**config.mk**
```make
export PLATFORM = sky130hd
export DESIGN_NAME = capture_ctrl
export DESIGN_NICKNAME = d
export VERILOG_FILES = /design/src/rtl/capctl_pkg.sv /design/src/rtl/capctl_edge.sv /design/src/rtl/capctl_ring_ptr.sv /design/src/rtl/capctl_fsm.sv /design/src/rtl/capture_ctrl.sv
export SDC_FILE = /design/constraint.sdc
export NUM_CORES = 1
export LEC_CHECK = 0
export BUFFER_PORTS_ARGS = -buffer_cell sky130_fd_sc_hd__buf_2
export CAP_MARGIN = 10
export CORE_MARGIN = 10
export CORE_UTILIZATION = 50
export CTS_CLUSTER_SIZE = 8
export DETAILED_ROUTE_END_ITERATION = 8
export GPL_TIMING_DRIVEN = 0
export PLACE_DENSITY = 0.72
export SLEW_MARGIN = 20
export SYNTH_ARGS = -nofsm -noshare
export SYNTH_HDL_FRONTEND = slang
export SYNTH_HIERARCHICAL = 1
export SYNTH_SLANG_ARGS = --single-unit
```
**constraint.sdc**
```tcl
create_clock -name clk -period 5.2 [get_ports clk]
set_clock_uncertainty 0.1 [all_clocks]
set_input_delay 0.78 -clock clk [delete_from_list [all_inputs] [get_ports clk]]
set_output_delay 0.78 -clock clk [all_outputs]
set_load 0.05 [all_outputs]
```
**src/rtl/capctl_pkg.sv**
```systemverilog
`timescale 1ns/1ps
package capctl_pkg;
   typedef enum logic [2:0] {
      ST_IDLE  = 3'd0,
      ST_SEEK  = 3'd1,
      ST_ARMED = 3'd2,
      ST_RUN   = 3'd3,
      ST_DONE  = 3'd4
   } cap_state_e;

   localparam logic [1:0] MODE_ONESHOT = 2'd0;
   localparam logic [1:0] MODE_STEP    = 2'd1;
   localparam logic [1:0] MODE_FREE    = 2'd2;
endpackage

```
**src/rtl/capctl_edge.sv**
```systemverilog
`timescale 1ns/1ps
module capctl_edge #(
   parameter int W = 2
) (
   input  logic         clk,
   input  logic         rst,
   input  logic [W-1:0] d,
   output logic [W-1:0] rise
);
   logic [W-1:0] prev_q;

   always_ff @(posedge clk) begin
      if (rst) prev_q <= '0;
      else     prev_q <= d;
   end

   assign rise = d & ~prev_q;

   // an edge lasts one cycle, a held level gives no repeat
   p_one_cycle_r2: assert property (@(posedge clk) disable iff (rst)
      (rise != '0) |=> ((rise & $past(rise)) == '0));
endmodule

```
**src/rtl/capctl_ring_ptr.sv**
```systemverilog
`timescale 1ns/1ps
module capctl_ring_ptr #(
   parameter int DEPTH = 16,
   parameter int AW    = $clog2(DEPTH)
) (
   input  logic          clk,
   input  logic          rst,
   input  logic          clr,
   input  logic          adv,
   output logic [AW-1:0] ptr,
   output logic [AW-1:0] nxt
);
   localparam bit          POW2 = ((DEPTH & (DEPTH - 1)) == 0);
   localparam logic [AW-1:0] LAST = AW'(DEPTH - 1);

   generate
      if (POW2) begin : g_pow2
         assign nxt = ptr + 1'b1;
      end else begin : g_mod
         assign nxt = (ptr == LAST) ? '0 : ptr + 1'b1;
      end
   endgenerate

   always_ff @(posedge clk) begin
      if (rst || clr) ptr <= '0;
      else if (adv)   ptr <= nxt;
   end

   // one step per write, wrapping at DEPTH
   p_step_r5: assert property (@(posedge clk) disable iff (rst)
      (adv && !clr) |=> (ptr == (($past(ptr) == LAST) ? '0 : $past(ptr) + 1'b1)));
   // every capture starts from address 0
   p_clear_r5: assert property (@(posedge clk) disable iff (rst)
      clr |=> (ptr == '0));
endmodule

```
**src/rtl/capctl_fsm.sv**
```systemverilog
`timescale 1ns/1ps
module capctl_fsm
   import capctl_pkg::*;
#(
   parameter int DEPTH = 16,
   parameter int AW    = $clog2(DEPTH)
) (
   input  logic          clk,
   input  logic          rst,
   input  logic          start_rise,
   input  logic          stop_rise,
   input  logic          trig,
   input  logic [1:0]    mode_in,
   input  logic [AW-1:0] loc_in,
   input  logic [AW-1:0] cur_addr,
   input  logic [AW-1:0] nxt_addr,
   output logic [2:0]    state_o,
   output logic          we,
   output logic          clr,
   output logic [AW-1:0] rd_ptr
);
   localparam logic [AW-1:0] LAST = AW'(DEPTH - 1);

   initial begin
      assert (DEPTH >= 2) else $error("capctl_fsm: DEPTH must be at least 2");
   end

   cap_state_e    state;
   logic          step_q;
   logic [AW-1:0] loc_q;
   logic [AW-1:0] rem_q;

   assign state_o = state;

   always_comb begin
      case (state)
         ST_SEEK, ST_ARMED: we = 1'b1;
         ST_RUN:            we = step_q ? trig : 1'b1;
         default:           we = 1'b0;
      endcase
   end

   assign clr = stop_rise | ((state == ST_IDLE) & start_rise);

   always_ff @(posedge clk) begin
      if (rst) begin
         state  <= ST_IDLE;
         step_q <= 1'b0;
         loc_q  <= '0;
         rem_q  <= '0;
         rd_ptr <= '0;
      end else if (stop_rise) begin
         state  <= ST_IDLE;
         rd_ptr <= '0;
      end else begin
         case (state)
            ST_IDLE: if (start_rise) begin
               step_q <= (mode_in == MODE_STEP);
               loc_q  <= loc_in;
               rem_q  <= LAST;
               rd_ptr <= '0;
               if (mode_in == MODE_FREE || mode_in == MODE_STEP) state <= ST_RUN;
               else if (loc_in == '0)                            state <= ST_ARMED;
               else                                              state <= ST_SEEK;
            end
            ST_SEEK: if (cur_addr == loc_q - 1'b1) state <= ST_ARMED;
            ST_ARMED: if (trig) begin
               if (loc_q == LAST) begin
                  state  <= ST_DONE;
                  rd_ptr <= nxt_addr;
               end else begin
                  state <= ST_RUN;
                  rem_q <= LAST - loc_q - 1'b1;
               end
            end
            ST_RUN: if (we) begin
               if (rem_q == '0) begin
                  state  <= ST_DONE;
                  rd_ptr <= nxt_addr;
               end else begin
                  rem_q <= rem_q - 1'b1;
               end
            end
            default: state <= state;
         endcase
      end
   end

   // IDLE is left only on a start edge
   p_idle_wait_r2: assert property (@(posedge clk) disable iff (rst)
      (state == ST_IDLE && !start_rise) |=> (state == ST_IDLE));
   // a stop edge always lands in IDLE
   p_stop_idle_r3: assert property (@(posedge clk) disable iff (rst)
      stop_rise |=> (state == ST_IDLE && rd_ptr == '0));
   // DONE is sticky with a frozen read pointer
   p_done_hold_r10: assert property (@(posedge clk) disable iff (rst)
      (state == ST_DONE && !stop_rise) |=> (state == ST_DONE && $stable(rd_ptr)));
   // the trigger cannot skip the history fill
   p_seek_order_r8: assert property (@(posedge clk) disable iff (rst)
      (state == ST_SEEK && !stop_rise) |=> (state == ST_SEEK || state == ST_ARMED));
endmodule

```
**src/rtl/capture_ctrl.sv**
```systemverilog
`timescale 1ns/1ps
module capture_ctrl
   import capctl_pkg::*;
#(
   parameter int DEPTH = 16,
   parameter int AW    = $clog2(DEPTH)
) (
   input  logic          clk,
   input  logic          rst,
   input  logic          trig_in,
   input  logic [1:0]    mode_sel,
   input  logic [AW-1:0] trig_loc,
   input  logic          start_req,
   input  logic          stop_req,
   output logic [AW-1:0] wr_addr,
   output logic          wr_en,
   output logic [2:0]    state_o,
   output logic [AW-1:0] rd_ptr
);
   logic [1:0]    rise_v;
   logic          ptr_clr;
   logic [AW-1:0] nxt_addr;

   capctl_edge #(.W(2)) u_edge (
      .clk  (clk),
      .rst  (rst),
      .d    ({stop_req, start_req}),
      .rise (rise_v)
   );

   capctl_ring_ptr #(.DEPTH(DEPTH), .AW(AW)) u_ptr (
      .clk (clk),
      .rst (rst),
      .clr (ptr_clr),
      .adv (wr_en),
      .ptr (wr_addr),
      .nxt (nxt_addr)
   );

   capctl_fsm #(.DEPTH(DEPTH), .AW(AW)) u_fsm (
      .clk        (clk),
      .rst        (rst),
      .start_rise (rise_v[0]),
      .stop_rise  (rise_v[1]),
      .trig       (trig_in),
      .mode_in    (mode_sel),
      .loc_in     (trig_loc),
      .cur_addr   (wr_addr),
      .nxt_addr   (nxt_addr),
      .state_o    (state_o),
      .we         (wr_en),
      .clr        (ptr_clr),
      .rd_ptr     (rd_ptr)
   );

   // the write strobe stays inside the writing states
   p_we_states_r4: assert property (@(posedge clk) disable iff (rst)
      wr_en |-> (state_o == 3'd1 || state_o == 3'd2 || state_o == 3'd3));
endmodule

```
After elaboration in Yosys (flattened, before gate mapping)
Cells that the tools add are included.
{"block": "classes", "n_addsub": 5, "eq_ne": 15, "mux": 23, "bitwise_logic": 5, "reduce_logical": 13}
{"op": "4-bit two-way mux", "n": 10}
{"op": "4-bit case mux with 3 select lines", "n": 2}
{"op": "3-bit two-way mux", "n": 7}
{"op": "3-bit case mux with 4 select lines", "n": 1}
{"op": "6-bit AND reduction", "n": 2}
{"op": "4-bit by 1-bit subtractor with 4-bit output, second input constant", "n": 3}
{"op": "2-bit inequality test, second input constant", "n": 5}
{"op": "4-bit logical NOT", "n": 2}
{"op": "7-bit AND reduction", "n": 1}
{"op": "3-bit by 2-bit == test with 1-bit output, second input constant", "n": 2}
{"op": "2-bit by 1-bit inequality test with 1-bit output, second input constant", "n": 3}
{"op": "4-bit by 1-bit adder with 4-bit output, second input constant", "n": 1}
{"op": "4-bit == test", "n": 1}
{"op": "4-bit == test, second input constant", "n": 1}
{"op": "4-bit nonzero test", "n": 1}
{"op": "2-bit OR reduction", "n": 2}
{"op": "4-bit subtractor, first input constant", "n": 1}
{"op": "3-bit by 1-bit == test with 1-bit output, second input constant", "n": 1}
{"op": "3-bit logical NOT", "n": 1}
{"op": "3-bit AND reduction", "n": 1}
{"op": "3-bit nonzero test", "n": 1}
{"op": "2-bit AND", "n": 1}
{"op": "2-bit by 1-bit == test with 1-bit output, second input constant", "n": 1}
{"op": "2-bit == test, second input constant", "n": 1}
{"op": "8 further kinds", "n": 9}
{"block": "totals", "ff_bits": 22, "out_inout_bits": 12, "word_cells": 68}

Logic depth before layout (Yosys ltp)
{"block": "logic_depth", "word_depth": 5, "depth_mapped": 7, "ltp_nobuf": 6}

Modules after synthesis
The synthesis kept the hierarchy.
{"mod": "capctl_fsm", "n_inst": 1, "cells_per_inst": 142, "area_each_um2": 1209.9, "seq_area_each_um2": 320.3}
{"mod": "capctl_ring_ptr", "n_inst": 1, "cells_per_inst": 21, "area_each_um2": 203.9, "seq_area_each_um2": 80.1}
{"mod": "capctl_edge", "n_inst": 1, "cells_per_inst": 6, "area_each_um2": 70.1, "seq_area_each_um2": 40.0}

Least setup slack after synthesis
No wires, ideal clock.
{"block": "synth_timing", "path_kind": "register to output", "from": "reg u_fsm.state[1], in the netlist u_fsm/state_o[1]", "to": "out wr_en", "arrival_ns": 2.238, "t_required_ns": 4.320, "path_slack_ns": 2.082, "path_stages_with_launch": 5, "path_cell_list": "dfxtp_1 > buf_2 > buf_2 > o21bai_1 > a31oi_1"}
{"block": "synth_between", "elab_chain_len": 3, "word_cells_on_any_way": 5}
{"item": "from (decl)", "line_no": "capctl_fsm.sv:28", "source": "cap_state_e state;"}
{"item": "from (signal assigned)", "line_no": "capctl_fsm.sv:84", "source": "default: state <= state;"}
{"item": "3-bit by 1-bit == test with 1-bit output or 3-bit by 2-bit == test with 1-bit output (tied branches)", "line_no": "capctl_fsm.sv:36", "source": "case (state)"}
{"item": "2-bit OR reduction", "line_no": "capctl_fsm.sv:36"}
{"item": "1-bit case mux with 2 select lines (*)", "line_no": "capctl_fsm.sv:36"}
{"item": "to (decl)", "line_no": "capture_ctrl.sv:16", "source": "output logic wr_en,"}
Every way passes the cells marked *; elsewhere a longest branch is shown, timed or not.

Worst setup path after layout
Same ends and word-level chain as after synthesis.

==> metrics.csv <==
stage;metric;value;unit
layout;# fillers;265;
critical_path;Register-to-Register Path Depth;6;
clock_tree;Clock Pin Slew Worst Setup and Hold Paths;0.14;ns
timing;period utilization;57.79;%
clock_tree;Num CTS Buffers;3;
critical_path;Worst Path Max Fanout;10;
placement;Port Buf Inserts;22;
floorplanning;num rows;19;
routing;wire length on met1;1535;µm
layout;Layout area overhead;13.58;%
critical_path;most used cell, CP;buf_2;
clock_tree;PostCTS Resize Cnt;0;
layout;n_diodes;0;
critical_path;CP cell instances;buf_2 > buf_2 > o21bai_1 > a31oi_1 > buf_2;
flow_run;Max-cap violations;0;
timing;Setup TNS;0;ns
power_and_ir_drop;register share of total power;38.9;%
layout;final net count;213;
routing;Routed Antenna Nets;0;
clock_tree;Hold-fix buffers, CTS;0;
worst_hold_path;worst hold path endpoint;u_fsm/rd_ptr[2];
power_and_ir_drop;Sw Share;34.52;%
logic_synthesis;Post-synth EDFFs;0;
power_and_ir_drop;PD cells;288.2;nW/µm²
critical_path;r2r setup slk;3.04;ns
logic_synthesis;cells after synthesis;169;
clock_tree;root buffer cell;clkbuf_4;
routing;Routed Wire Length;3743;µm
grt;first-pass GRT wire length;6437;µm
power_and_ir_drop;P_leak;0.6891;nW
critical_path;Slowest cell on crit path;a31oi_1;
logic_synthesis;Synthesized Nets;186;
routing;Highest Signal Layer;met4;
routing;number of remaining DRC errors;0;
placement;GPL Wtd Cong;0.9230;
grt;largest net degree at the start of global routing;14;
critical_path;CP Buf/Inv Count;3;
worst_hold_path;Hold Path Depth;2;
grt;number of global-route vias before repair;1383;
logic_synthesis;synth top area cells;dfxtp_1 (30%), a21oi_1 (5.4%), ha_1 (5.1%);
critical_path;worst r2r dst;u_ptr/ptr[3];
power_and_ir_drop;Clk pwr share;28.0;%
floorplanning;chip width;74.48;µm
critical_path;Reg2Reg Launch Point;u_fsm/state_o[1];
logic_synthesis;FF+latch count, synth;22;
timing;Final WS setup;2.195;ns
power_and_ir_drop;combinational share of power;33.1;%
timing;RSZ-0062 raised after global routing;false;
grt;Overflow after GRT;0;
logic_synthesis;ys async rst share;0;%
layout;Design Area, Final;1685;µm²
logic_synthesis;Synth Flop Type;dfxtp_1;
routing;average vias per placed instance;6.186;
routing;drt wl/cell;16.56;µm
critical_path;CP Launch Type;flip-flop;
clock_tree;Skew-Pair Late Insertion Delay;0.32;ns
power_and_ir_drop;Max VDD drop;0.1353;mV
logic_synthesis;share of the synthesized area in the top cell type;29.68;%
layout;non-filler cells, final;226;
logic_synthesis;mean area per synthesized cell;8.781;µm²
timing;worst-margin pin slew;0.6237;ns
placement;DP Area;1633;µm²
clock_tree;Setup Buffers After CTS;0;
power_and_ir_drop;cell internal pwr;318.0;µW
critical_path;CP Launch Point;u_fsm/state_o[1];
critical_path;delay-heaviest family, CP;buffers and inverters;
floorplanning;area of the die;5547;µm²
placement;Setup WS pre-CTS;2.269;ns
routing;DR pass1 iterations;4;
routing;metal2 WL;1853;µm
worst_hold_path;worst min path class;flip-flop to flip-flop;
clock_tree;CTS H-tree lvls;1;
logic_synthesis;sequential area share after synthesis;29.68;%
power_and_ir_drop;Sw Pwr;167.6;µW
routing;DRT iter0 DRCs;66;
timing;min cycle time layout;3.005;ns
floorplanning;I/O pin total;23;
critical_path;arrival time at the worst endpoint;2.13;ns
logic_synthesis;Synth Warn #;6;
timing;Slew HR;58.23;%
floorplanning;Initial Util;52.90;%
layout;proportion of layout cells with a drive suffix above 1;26.67;%
clock_tree;CTS tree;yes;
routing;DR WL met3;282;µm
critical_path;Worst EP required;4.32;ns
layout;post-layout util;60.08;%
grt;initial antenna violation count;0;
logic_synthesis;Synth cell types;58;
critical_path;CP peak stage delay;0.51;ns
routing;DR vias;1398;
timing;final hold violation count;0;
timing;final number of setup-violating endpoints;0;
placement;post-detail-place hpwl;2879;µm
run_status;status;finished, final reports clean;
timing;max-slew violation count;0;
clock_tree;clock sink count;22;
worst_hold_path;min-delay src;u_fsm/rd_ptr[2];
grt;all-layer global routing usage;14.60;%
logic_synthesis;cell taking the most area after synthesis;dfxtp_1;
critical_path;crit end category;primary output;
power_and_ir_drop;total power;485.7;µW
floorplanning;CORE AREA;2805;µm²
logic_synthesis;cell area after synthesis;1484;µm²
placement;DP Cell Count;222;
timing;achievable frequency;332.8;MHz
timing;Hold Slack;0.3783;ns
clock_tree;CTS max path bufs;2;
critical_path;kind of critical path;flip-flop to primary output;
floorplanning;Die Y-Extent;74.48;µm
how the worst max path moves through the flow:
stage / to / slack (ns) / depth (start not counted)
after CTS: wr_en / 2.17 / 5
after floorplan: wr_en / 2.08 / 4
final: wr_en / 2.19 / 5
after detailed placement: wr_en / 2.27 / 4
after global routing: wr_en / 2.02 / 5
after global placement: wr_en / 2.34 / 4
routing by layer:
layer  vias to the layer above  track usage [%]
met5                         -                0
met4                         0            6.723
met3                         8            3.457
met2                        54            24.30
met1                       662            17.35
li1                        674                -
state kept, by name, summed over array words and instances, names as in the netlist:
name	count
u_fsm/loc_q	4
u_fsm/step_q	1
u_fsm/state_o	3
u_fsm/rd_ptr	4
u_ptr/ptr	4
u_fsm/rem_q	4
u_edge/prev_q	2
kinds of logic after synthesis:
group	Yosys count	share of synthesized area (%)
compound gates	51	25.89
fa+ha+maj	6	5.059
buf+inv	19	6.408
mux	4	2.867
xor+xnor	12	7.083
flops	22	29.68
simple gates	55	23.02
Yosys cell counts, types with 2 or more instances:
library cell	number
xnor2_1	6
buf_6	2
o21ai_1	3
nand2_1	10
or2_2	2
ha_1	6
a31oi_1	4
a311oi_1	2
nor2_1	4
inv_1	10
a21oi_1	16
dfxtp_1	22
nor3_1	2
nand3_1	9
nand2b_1	3
mux2i_1	2
xor2_1	6
nor2b_2	2
nand4_1	9
o21ai_0	5
nor2b_1	3
a21bo_2	2
buf_2	4
worst min-delay path: cells and delay by family, from the launching register on:
kind | cells | cell delay, ns
flip-flops | 1 | 0.33
AO/OA/AOI/OAI | 2 | 0.12
layout by cell type (no fill, tap or decap), types with 2 or more instances in the layout:
| cell | n |
|---|---|
| buf_6 | 2 |
| nor2b_1 | 3 |
| dfxtp_1 | 22 |
| nor2_1 | 4 |
| a31oi_1 | 4 |
| nand2b_1 | 3 |
| a21oi_1 | 16 |
| a311oi_1 | 2 |
| ha_1 | 6 |
| buf_2 | 26 |
| inv_1 | 10 |
| nand4_1 | 9 |
| xor2_1 | 6 |
| nand3_1 | 9 |
| o21ai_1 | 3 |
| xnor2_1 | 6 |
| nor2b_2 | 2 |
| nor3_1 | 2 |
| mux2i_1 | 2 |
| a21bo_2 | 2 |
| clkbuf_4 | 3 |
| o21ai_0 | 5 |
| or2_2 | 2 |
| nand2_1 | 10 |
area by class of cell:
class	count	area (µm²)	share of cell area, %
flip-flops and latches	22	440.4	26.13
clock inverters	1	30.03	1.782
clock buffers	3	22.52	1.336
well taps	31	38.79	2.301
multi-input cells	128	948.4	56.27
inverters	10	37.54	2.227
plain buffers	9	57.56	3.415
repair buffers	22	110.1	6.533
power groups by stage:
stage	Clock (mW)	Sequential, mW	Combinational, mW
2_1_floorplan	0	0.200	0.115
5_1_grt	0.145	0.190	0.178
3_5_place_dp	0	0.192	0.159
6_report	0.136	0.189	0.161
4_1_cts	0.138	0.189	0.159
3_3_place_gp	0	0.192	0.153
No activity file was read; power rests on OpenSTA's default activity.
